--- src/rtl/ifp_pkg.sv ---
package ifp_pkg;
  localparam int BYTE_W        = 8;
  localparam int FIELD_BYTES   = 4;
  localparam int FIELD_W       = BYTE_W * FIELD_BYTES;
  localparam int FIELD_LEN_W   = $clog2(FIELD_BYTES + 1);
  localparam int MAX_LEN       = 4 + 2 * FIELD_BYTES;
  localparam int RECORD_LEN_W  = $clog2(MAX_LEN + 1);

  typedef enum logic [2:0] {
    ST_OPCODE, ST_OP2, ST_MODRM, ST_SIB, ST_DISP, ST_IMM, ST_EMIT
  } ifp_state_e;

  function automatic logic [FIELD_LEN_W-1:0] imm_sel_bytes(input logic [1:0] sel);
    case (sel)
      2'd0:    imm_sel_bytes = '0;
      2'd1:    imm_sel_bytes = FIELD_LEN_W'(1);
      2'd2:    imm_sel_bytes = FIELD_LEN_W'(2);
      default: imm_sel_bytes = FIELD_LEN_W'(4);
    endcase
  endfunction
endpackage

--- src/rtl/ifp_addr_decode.sv ---
module ifp_addr_decode
  import ifp_pkg::*;
(
  input  logic [BYTE_W-1:0]      modrm_byte,
  input  logic [BYTE_W-1:0]      sib_byte,
  output logic                   sib_follows,
  output logic [FIELD_LEN_W-1:0] disp_plain,
  output logic [FIELD_LEN_W-1:0] disp_with_sib
);
  logic [1:0] mode;
  logic [2:0] rm;
  assign mode = modrm_byte[7:6];
  assign rm   = modrm_byte[2:0];

  assign sib_follows = (mode != 2'b11) && (rm == 3'b100);

  always_comb begin
    disp_plain    = '0;
    disp_with_sib = '0;
    case (mode)
      2'b00: begin
        if (rm == 3'b101)            disp_plain    = FIELD_LEN_W'(4);
        if (sib_byte[2:0] == 3'b101) disp_with_sib = FIELD_LEN_W'(4);
      end
      2'b01: begin
        disp_plain    = FIELD_LEN_W'(1);
        disp_with_sib = FIELD_LEN_W'(1);
      end
      2'b10: begin
        disp_plain    = FIELD_LEN_W'(4);
        disp_with_sib = FIELD_LEN_W'(4);
      end
      default: ;
    endcase
  end
endmodule

--- src/rtl/ifp_lane_accum.sv ---
module ifp_lane_accum #(
  parameter  int LANES  = 4,
  parameter  int LANE_W = 8,
  localparam int IDX_W  = (LANES > 1) ? $clog2(LANES) : 1
) (
  input  logic                    clk,
  input  logic                    rst_n,
  input  logic                    clear,
  input  logic                    wr_en,
  input  logic [IDX_W-1:0]        wr_idx,
  input  logic [LANE_W-1:0]       wr_data,
  output logic [LANES*LANE_W-1:0] value
);
  for (genvar g = 0; g < LANES; g++) begin : g_lane
    logic [LANE_W-1:0] lane_q;
    always_ff @(posedge clk or negedge rst_n) begin
      if (!rst_n)                              lane_q <= '0;
      else if (clear)                          lane_q <= '0;
      else if (wr_en && wr_idx == IDX_W'(g))   lane_q <= wr_data;
    end
    assign value[g*LANE_W +: LANE_W] = lane_q;
  end
endmodule

--- src/rtl/ifp_field_parser.sv ---
module ifp_field_parser
  import ifp_pkg::*;
#(
  parameter logic [7:0] ESC_BYTE = 8'h0F
) (
  input  logic                    clk,
  input  logic                    rst_n,
  input  logic                    in_valid,
  output logic                    in_ready,
  input  logic [BYTE_W-1:0]       in_byte,
  input  logic                    attr_has_modrm,
  input  logic [1:0]              attr_imm_sel,
  output logic                    out_valid,
  input  logic                    out_ready,
  output logic                    out_two_byte,
  output logic [BYTE_W-1:0]       out_op_first,
  output logic [BYTE_W-1:0]       out_op_second,
  output logic                    out_has_modrm,
  output logic [BYTE_W-1:0]       out_modrm,
  output logic                    out_has_sib,
  output logic [BYTE_W-1:0]       out_sib,
  output logic [FIELD_LEN_W-1:0]  out_disp_len,
  output logic [FIELD_W-1:0]      out_disp,
  output logic [FIELD_LEN_W-1:0]  out_imm_len,
  output logic [FIELD_W-1:0]      out_imm,
  output logic [RECORD_LEN_W-1:0] out_length
);
  localparam int IDX_W = (FIELD_BYTES > 1) ? $clog2(FIELD_BYTES) : 1;

  ifp_state_e               state_q, state_d;
  logic                     two_q, two_d, has_m_q, has_m_d, has_sib_q, has_sib_d;
  logic [BYTE_W-1:0]        op1_q, op1_d, op2_q, op2_d, modrm_q, modrm_d, sib_q, sib_d;
  logic [FIELD_LEN_W-1:0]   dlen_q, dlen_d, ilen_q, ilen_d, cnt_q, cnt_d;
  logic [RECORD_LEN_W-1:0]  len_q, len_d;
  logic                     take, reg_en, accum_clear;
  logic                     sib_follows;
  logic [FIELD_LEN_W-1:0]   disp_plain, disp_with_sib, attr_ilen;
  logic [BYTE_W-1:0]        dec_modrm;
  ifp_state_e               after_opcode;

  assign in_ready  = (state_q != ST_EMIT);
  assign out_valid = (state_q == ST_EMIT);
  assign take      = in_valid && in_ready;
  assign reg_en    = take || (out_valid && out_ready);
  assign dec_modrm = (state_q == ST_MODRM) ? in_byte : modrm_q;
  assign attr_ilen = imm_sel_bytes(attr_imm_sel);

  ifp_addr_decode u_dec (
    .modrm_byte    (dec_modrm),
    .sib_byte      (in_byte),
    .sib_follows   (sib_follows),
    .disp_plain    (disp_plain),
    .disp_with_sib (disp_with_sib)
  );

  ifp_lane_accum #(.LANES(FIELD_BYTES), .LANE_W(BYTE_W)) u_disp (
    .clk (clk), .rst_n (rst_n), .clear (accum_clear),
    .wr_en (take && state_q == ST_DISP), .wr_idx (cnt_q[IDX_W-1:0]),
    .wr_data (in_byte), .value (out_disp)
  );

  ifp_lane_accum #(.LANES(FIELD_BYTES), .LANE_W(BYTE_W)) u_imm (
    .clk (clk), .rst_n (rst_n), .clear (accum_clear),
    .wr_en (take && state_q == ST_IMM), .wr_idx (cnt_q[IDX_W-1:0]),
    .wr_data (in_byte), .value (out_imm)
  );

  // Where to go once the last opcode byte is taken
  always_comb begin
    if (attr_has_modrm)       after_opcode = ST_MODRM;
    else if (attr_ilen != '0) after_opcode = ST_IMM;
    else                      after_opcode = ST_EMIT;
  end

  // Next-state process
  always_comb begin
    state_d = state_q;  two_d = two_q;  has_m_d = has_m_q;  has_sib_d = has_sib_q;
    op1_d = op1_q;  op2_d = op2_q;  modrm_d = modrm_q;  sib_d = sib_q;
    dlen_d = dlen_q;  ilen_d = ilen_q;  cnt_d = cnt_q;  len_d = len_q;
    accum_clear = 1'b0;
    if (take && state_q != ST_OPCODE) len_d = len_q + RECORD_LEN_W'(1);
    case (state_q)
      ST_OPCODE: if (take) begin
        op1_d = in_byte;  op2_d = '0;  modrm_d = '0;  sib_d = '0;
        has_sib_d = 1'b0;  dlen_d = '0;  cnt_d = '0;
        len_d = RECORD_LEN_W'(1);  accum_clear = 1'b1;
        if (in_byte == ESC_BYTE) begin
          two_d = 1'b1;  has_m_d = 1'b0;  ilen_d = '0;  state_d = ST_OP2;
        end else begin
          two_d = 1'b0;  has_m_d = attr_has_modrm;  ilen_d = attr_ilen;
          state_d = after_opcode;
        end
      end
      ST_OP2: if (take) begin
        op2_d = in_byte;  has_m_d = attr_has_modrm;  ilen_d = attr_ilen;
        state_d = after_opcode;
      end
      ST_MODRM: if (take) begin
        modrm_d = in_byte;
        if (sib_follows) begin
          has_sib_d = 1'b1;  state_d = ST_SIB;
        end else begin
          dlen_d = disp_plain;
          if (disp_plain != '0)  state_d = ST_DISP;
          else if (ilen_q != '0) state_d = ST_IMM;
          else                   state_d = ST_EMIT;
        end
      end
      ST_SIB: if (take) begin
        sib_d = in_byte;  dlen_d = disp_with_sib;
        if (disp_with_sib != '0) state_d = ST_DISP;
        else if (ilen_q != '0)   state_d = ST_IMM;
        else                     state_d = ST_EMIT;
      end
      ST_DISP: if (take) begin
        if (cnt_q == dlen_q - FIELD_LEN_W'(1)) begin
          cnt_d = '0;
          state_d = (ilen_q != '0) ? ST_IMM : ST_EMIT;
        end else cnt_d = cnt_q + FIELD_LEN_W'(1);
      end
      ST_IMM: if (take) begin
        if (cnt_q == ilen_q - FIELD_LEN_W'(1)) begin
          cnt_d = '0;  state_d = ST_EMIT;
        end else cnt_d = cnt_q + FIELD_LEN_W'(1);
      end
      ST_EMIT: if (out_ready) state_d = ST_OPCODE;
      default: state_d = ST_OPCODE;
    endcase
  end

  // Register process
  always_ff @(posedge clk or negedge rst_n) begin
    if (!rst_n) begin
      state_q <= ST_OPCODE;  two_q <= 1'b0;  has_m_q <= 1'b0;  has_sib_q <= 1'b0;
      op1_q <= '0;  op2_q <= '0;  modrm_q <= '0;  sib_q <= '0;
      dlen_q <= '0;  ilen_q <= '0;  cnt_q <= '0;  len_q <= '0;
    end else if (reg_en) begin
      state_q <= state_d;  two_q <= two_d;  has_m_q <= has_m_d;  has_sib_q <= has_sib_d;
      op1_q <= op1_d;  op2_q <= op2_d;  modrm_q <= modrm_d;  sib_q <= sib_d;
      dlen_q <= dlen_d;  ilen_q <= ilen_d;  cnt_q <= cnt_d;  len_q <= len_d;
    end
  end

  assign out_two_byte  = two_q;
  assign out_op_first  = op1_q;
  assign out_op_second = op2_q;
  assign out_has_modrm = has_m_q;
  assign out_modrm     = modrm_q;
  assign out_has_sib   = has_sib_q;
  assign out_sib       = sib_q;
  assign out_disp_len  = dlen_q;
  assign out_imm_len   = ilen_q;
  assign out_length    = len_q;

  // no input accepted while a record waits
  a_r9_ready_low_pending: assert property (@(posedge clk) disable iff (!rst_n)
    out_valid |-> !in_ready);
  // a waiting record holds steady
  a_r9_record_held: assert property (@(posedge clk) disable iff (!rst_n)
    out_valid && !out_ready |=> out_valid && $stable(out_length)
      && $stable(out_disp) && $stable(out_imm) && $stable(out_op_first));
  // back to opcode intake the cycle after the record is taken
  a_r9_return_to_opcode: assert property (@(posedge clk) disable iff (!rst_n)
    out_valid && out_ready |=> !out_valid && in_ready);
  // byte counter agrees with the field flags and sizes
  a_r8_length_sum: assert property (@(posedge clk) disable iff (!rst_n)
    out_valid |-> out_length == RECORD_LEN_W'(1) + RECORD_LEN_W'(out_two_byte)
      + RECORD_LEN_W'(out_has_modrm) + RECORD_LEN_W'(out_has_sib)
      + RECORD_LEN_W'(out_disp_len) + RECORD_LEN_W'(out_imm_len));
  // scale-index-base presence rule on the emitted record
  a_r4_sib_rule: assert property (@(posedge clk) disable iff (!rst_n)
    out_valid |-> out_has_sib == (out_has_modrm && out_modrm[7:6] != 2'b11
      && out_modrm[2:0] == 3'b100));
  // one-byte opcodes leave the second opcode byte clear
  a_r2_second_clear: assert property (@(posedge clk) disable iff (!rst_n)
    out_valid && !out_two_byte |-> out_op_second == '0);
  // no addressing byte means no displacement
  a_r5_no_disp_without_modrm: assert property (@(posedge clk) disable iff (!rst_n)
    out_valid && !out_has_modrm |-> out_disp_len == '0 && !out_has_sib);
endmodule

--- config.mk ---
export PLATFORM = sky130hd
export DESIGN_NAME = ifp_field_parser
export DESIGN_NICKNAME = d
export VERILOG_FILES = /design/src/rtl/ifp_pkg.sv /design/src/rtl/ifp_addr_decode.sv /design/src/rtl/ifp_lane_accum.sv /design/src/rtl/ifp_field_parser.sv
export SDC_FILE = /design/constraint.sdc
export NUM_CORES = 1
export LEC_CHECK = 0
export BUFFER_PORTS_ARGS = -buffer_cell sky130_fd_sc_hd__buf_2
export CAP_MARGIN = 5
export CORE_MARGIN = 1.5
export CORE_UTILIZATION = 58
export CTS_CLUSTER_DIAMETER = 50
export DETAILED_ROUTE_END_ITERATION = 16
export GPL_TIMING_DRIVEN = 0
export PLACE_DENSITY = 0.85
export SLEW_MARGIN = 10
export SYNTH_ARGS = -nofsm -noshare
export SYNTH_HDL_FRONTEND = slang
export SYNTH_SLANG_ARGS = --single-unit
--- constraint.sdc ---
create_clock -name clk -period 4.3 [get_ports clk]
set_clock_uncertainty 0.1 [all_clocks]
set_input_delay 0.215 -clock clk [delete_from_list [all_inputs] [get_ports clk]]
set_output_delay 0.215 -clock clk [all_outputs]
set_load 0.01 [all_outputs]
==> impl.org <==
** Finish
- The top cell types in the final layout, fill and taps aside, are buf_2, nand2_1, dfrtp_1.
- Total area of multi-input combinational cells :: 0.00214 mm^2
- Layout cells sized above 1 :: between 20% and 30%
- The final layout contains 745 nets.
- The layout has 548 filler cells.
- Area taken by flip-flops and latches :: roughly 0.0029 mm^2
- Diodes inserted :: 0
- Area growth from synthesis to layout :: 28.4%
- Final core utilization :: 77.2%
- Most common library cell in the layout ignoring fill and taps :: buf_2

** Worst setup path
- Worst Setup End Kind :: register
- Data arrives at the worst endpoint at 2.68 ns.
- Critical path required time :: 4.66 ns
- The critical path in this run is classified as input port to register.
- Tracing the worst setup path back leads to its startpoint at in_byte[2].
- The worst register-to-register path begins at state_q[2].
- The worst setup path is launched from an input port.
- Largest driver fanout on the critical path :: 6

** Detailed routing
- For this run, design rule violations remaining after detail routing come to 0.
- After the first detailed-routing iteration, the DRC count stood at 468.
- The first detailed-routing pass ran for 6 iterations.
- Routed wire length :: 15800 um
- Routed Antenna Nets :: 0
- In the routed layout, each cell is associated on average with a via count of 6.11.
- Vias :: between 5000 and 6000
- In the final routed layout, each cell accounts on average for between 15 and 20 um.

** Die
- Effective utilization at floorplan :: 60.1%
- Horiz. Die Dim :: 98.1 um
- For this design the top-level I/O count stands at about 130.
- Vertical die dimension :: 98.1 um
- Row cnt :: 34
- The die covers just under 0.01 mm^2.
- The total area inside the core boundary comes to 0.00872 mm^2.

** Synthesis
- The synthesized design contains 0 enable-type register cells.
- For this run, the register share of the synthesized area comes to approximately 54%.
- Synth area leaders :: dfrtp_1, nand2_1, a21oi_1
- Synth Warn # :: 0
- Area fraction in and, or, nand and nor cells after synthesis :: 20.5%
- Compound-cell area share of the yosys netlist :: 14.4%
- After Yosys synthesis, full adders, half adders and majority gates account for 1.67% of the synthesized area.
- Dominant combinational cell family by area after synthesis :: simple AND/OR/NAND/NOR gates
- After synthesis the netlist holds a flip-flop and latch count of 114.
- After technology mapping, the gate count stands at 568.
- Parity-gate share of the synthesized area counting xor and xnor cells :: 1.43%
- Count of distinct cell types in the synthesized netlist :: 55
- Share of flip-flops with an asynchronous set or reset after synthesis :: 100%
- Cell taking the most area after synthesis :: dfrtp_1
- When the netlist entered floorplanning its net count stood at 590.
- Synthesized area per cell :: 9.23 um^2
- For this run, the leading register cell type out of synthesis is dfrtp_1.
- In the synthesized netlist, mux cells make up 2.72% of the area.
- Synthesized cell area :: around 0.0052 mm^2
- Portion of synthesized cell area occupied by the leading cell type :: 54.4%

** STA
- Minimum clock period after layout :: 2.32 ns
- For the final routed database, the setup TNS stands at 0 ns.
- The count of pins over their slew limit is 0.
- Final worst-path cycle share :: 53.9%
- Achievable frequency :: 431 MHz
- Measured against its own limit, the worst slew margin works out to 51.0%.
- The number of hold-slack violations in the final timing report came to 0.
- Setup repair after global routing left no endpoint under its margin.
- Actual transition at the worst max-transition pin :: 0.734 ns
- Setup violations remaining at the end of the flow were counted as 0.

** Clocking
- Buffers inserted during clock tree synthesis total 17.
- In this run the clock root is driven by a clkbuf_8.
- Post-CTS repair changed the size of 0 cells.
- Clock-pin slew was measured on the worst setup and hold paths at approximately 0.06 ns.
- TritonCTS built the clock tree.
- CTS sink cnt :: 114
- The H-tree generated during clock tree synthesis spans 4 levels.
- Post-CTS timing repair inserted 0 buffers for setup.
- Maximum clock insertion buffer count :: 2
- Clock latency on the worst-skew pair, taken at its later pin, is 0.52 ns.

** Place
- The count of buffers added on input and output ports is 122.
- DPL Wire Length :: between 10000 and 15000 um
- Placer's final routability congestion estimate :: 0.927

** Global route
- The number of global-route vias before repair is ~5000.
- Wire length of the first global-routing pass :: between 20000 and 30000 um
- The initial antenna violation count came to 0.
- Maximum number of pins on one net before global-route repair :: 74
- Total congestion overflow :: 0
- Global routing used 34.1% of the available tracks across all layers.

** Pwr
- Pwr dens :: 767 mW/mm^2
- The worst-case IR drop observed on VDD is 408 uV.
- The design draws 5.17 mW.
- Leakage power figure :: 3.32 nW

** Min path
- The startpoint identified for the worst hold timing path is out_ready.
- Kind of path behind the tightest hold check :: input port to register

** Status
- Status :: finished clean

** Run
- Max-Cap Viols :: 0
[power by group]
part	total [mW]	internal, mW	switching (mW)
Sequential	1.84	1.53	0.310
Clock	1.40	0.882	0.515
Combinational	1.93	0.761	1.17
Total	5.17	3.17	2.00
[synth_stat cells, types with 2 or more instances]
cell	count
inv_2	3
nand2_1	133
nor2_1	9
nor3_1	2
clkbuf_1	20
o221ai_1	2
xor2_1	5
a32o_1	2
o22ai_1	2
o21ai_1	2
inv_1	8
nor2b_1	4
mux2_1	10
o21ai_0	30
nand2b_1	5
mux2i_1	3
o31ai_1	3
dfrtp_1	114
a21oi_1	71
nor2_2	2
ha_1	7
nand4_1	3
a21o_1	2
o211ai_1	3
o31a_1	2
buf_2	22
a31oi_1	3
or3b_1	2
nand3_1	66
o41ai_1	3
[critical path: stages]
cell and delay, ns:
dlygate4sd3_1 0.53, buf_2 0.17, nand4b_1 0.19, nor3_1 0.12
a2111oi_2 0.56, nand2_1 0.12, o21ai_1 0.19, dlygate4sd3_1 0.58
[timing repair]
action | in CTS | in global routing
endpoints found under the hold margin | 134 | 0
setup endpoints to repair | 0 | 0
hold buffers | 13 | 0
[through the flow]
stage	hold WS, ns	instances	worst slack [ns]	instance area, um^2
detailed placement	0.0619	799	2.28	6020
CTS	0.0261	844	2.17	6730
global route	0.0616	844	1.92	6730
finish	0.0307	844	1.98	6730
global placement	0.335	798	1.67	5990
floorplan	-0.181	568	2.47	5240
[logic make-up after synthesis]
logic type / after synthesis
adders and majority gates: 7
xor gates and xnor gates: 7
buffers and inverters: 56
muxes: 13
and+or+nand+nor: 238
other: 1
AOI/OAI and AO/OA: 132
DFF: 114
[state kept, by name, summed over array words and instances, names as in the netlist, 2 cells and up]
name                  count
cnt_q                     3
out_disp_len              2
out_imm_len               3
out_length                4
out_modrm                 8
out_op_first              8
out_op_second             8
out_sib                   8
state_q                   3
u_disp.g_lane.lane_q     32
u_imm.g_lane.lane_q      32
[area by class of cell]
cell class              instances  share of cell area [%]
multi-input cells             398                    31.8
clock buffers                  19                    6.26
flip-flops and latches        114                    42.4
inverters                      11                   0.613
plain buffers                  45                    3.08
well taps                     108                    2.01
clock inverters                13                    2.38
repair buffers                136                    11.5
[layer usage]
layer	GRT usage (%)	wire length, um	up-vias
li1	-	-	2270
met1	44.6	6320	2503
met2	53.8	7520	318
met3	8.80	1430	64
met4	15.3	532	0
met5	0	0	-
[worst paths after layout]
| path | to | slack, ns | cells after the start |
|---|---|---|---|
| worst max-delay path | out_imm_len[1] | 1.98 | 8 |
| worst min-delay path | state_q[1] | 0.03 | 3 |
| worst max register to register | out_imm_len[1] | 2.03 | 6 |
| worst min register to register | out_op_first[4] | 0.38 | 1 |
| max in group asynchronous | u_imm.g_lane[2].lane_q[5] | 3.32 | 3 |
| min in group asynchronous | out_op_second[3] | 0.08 | 2 |
(Power assumes the default switching activity.)
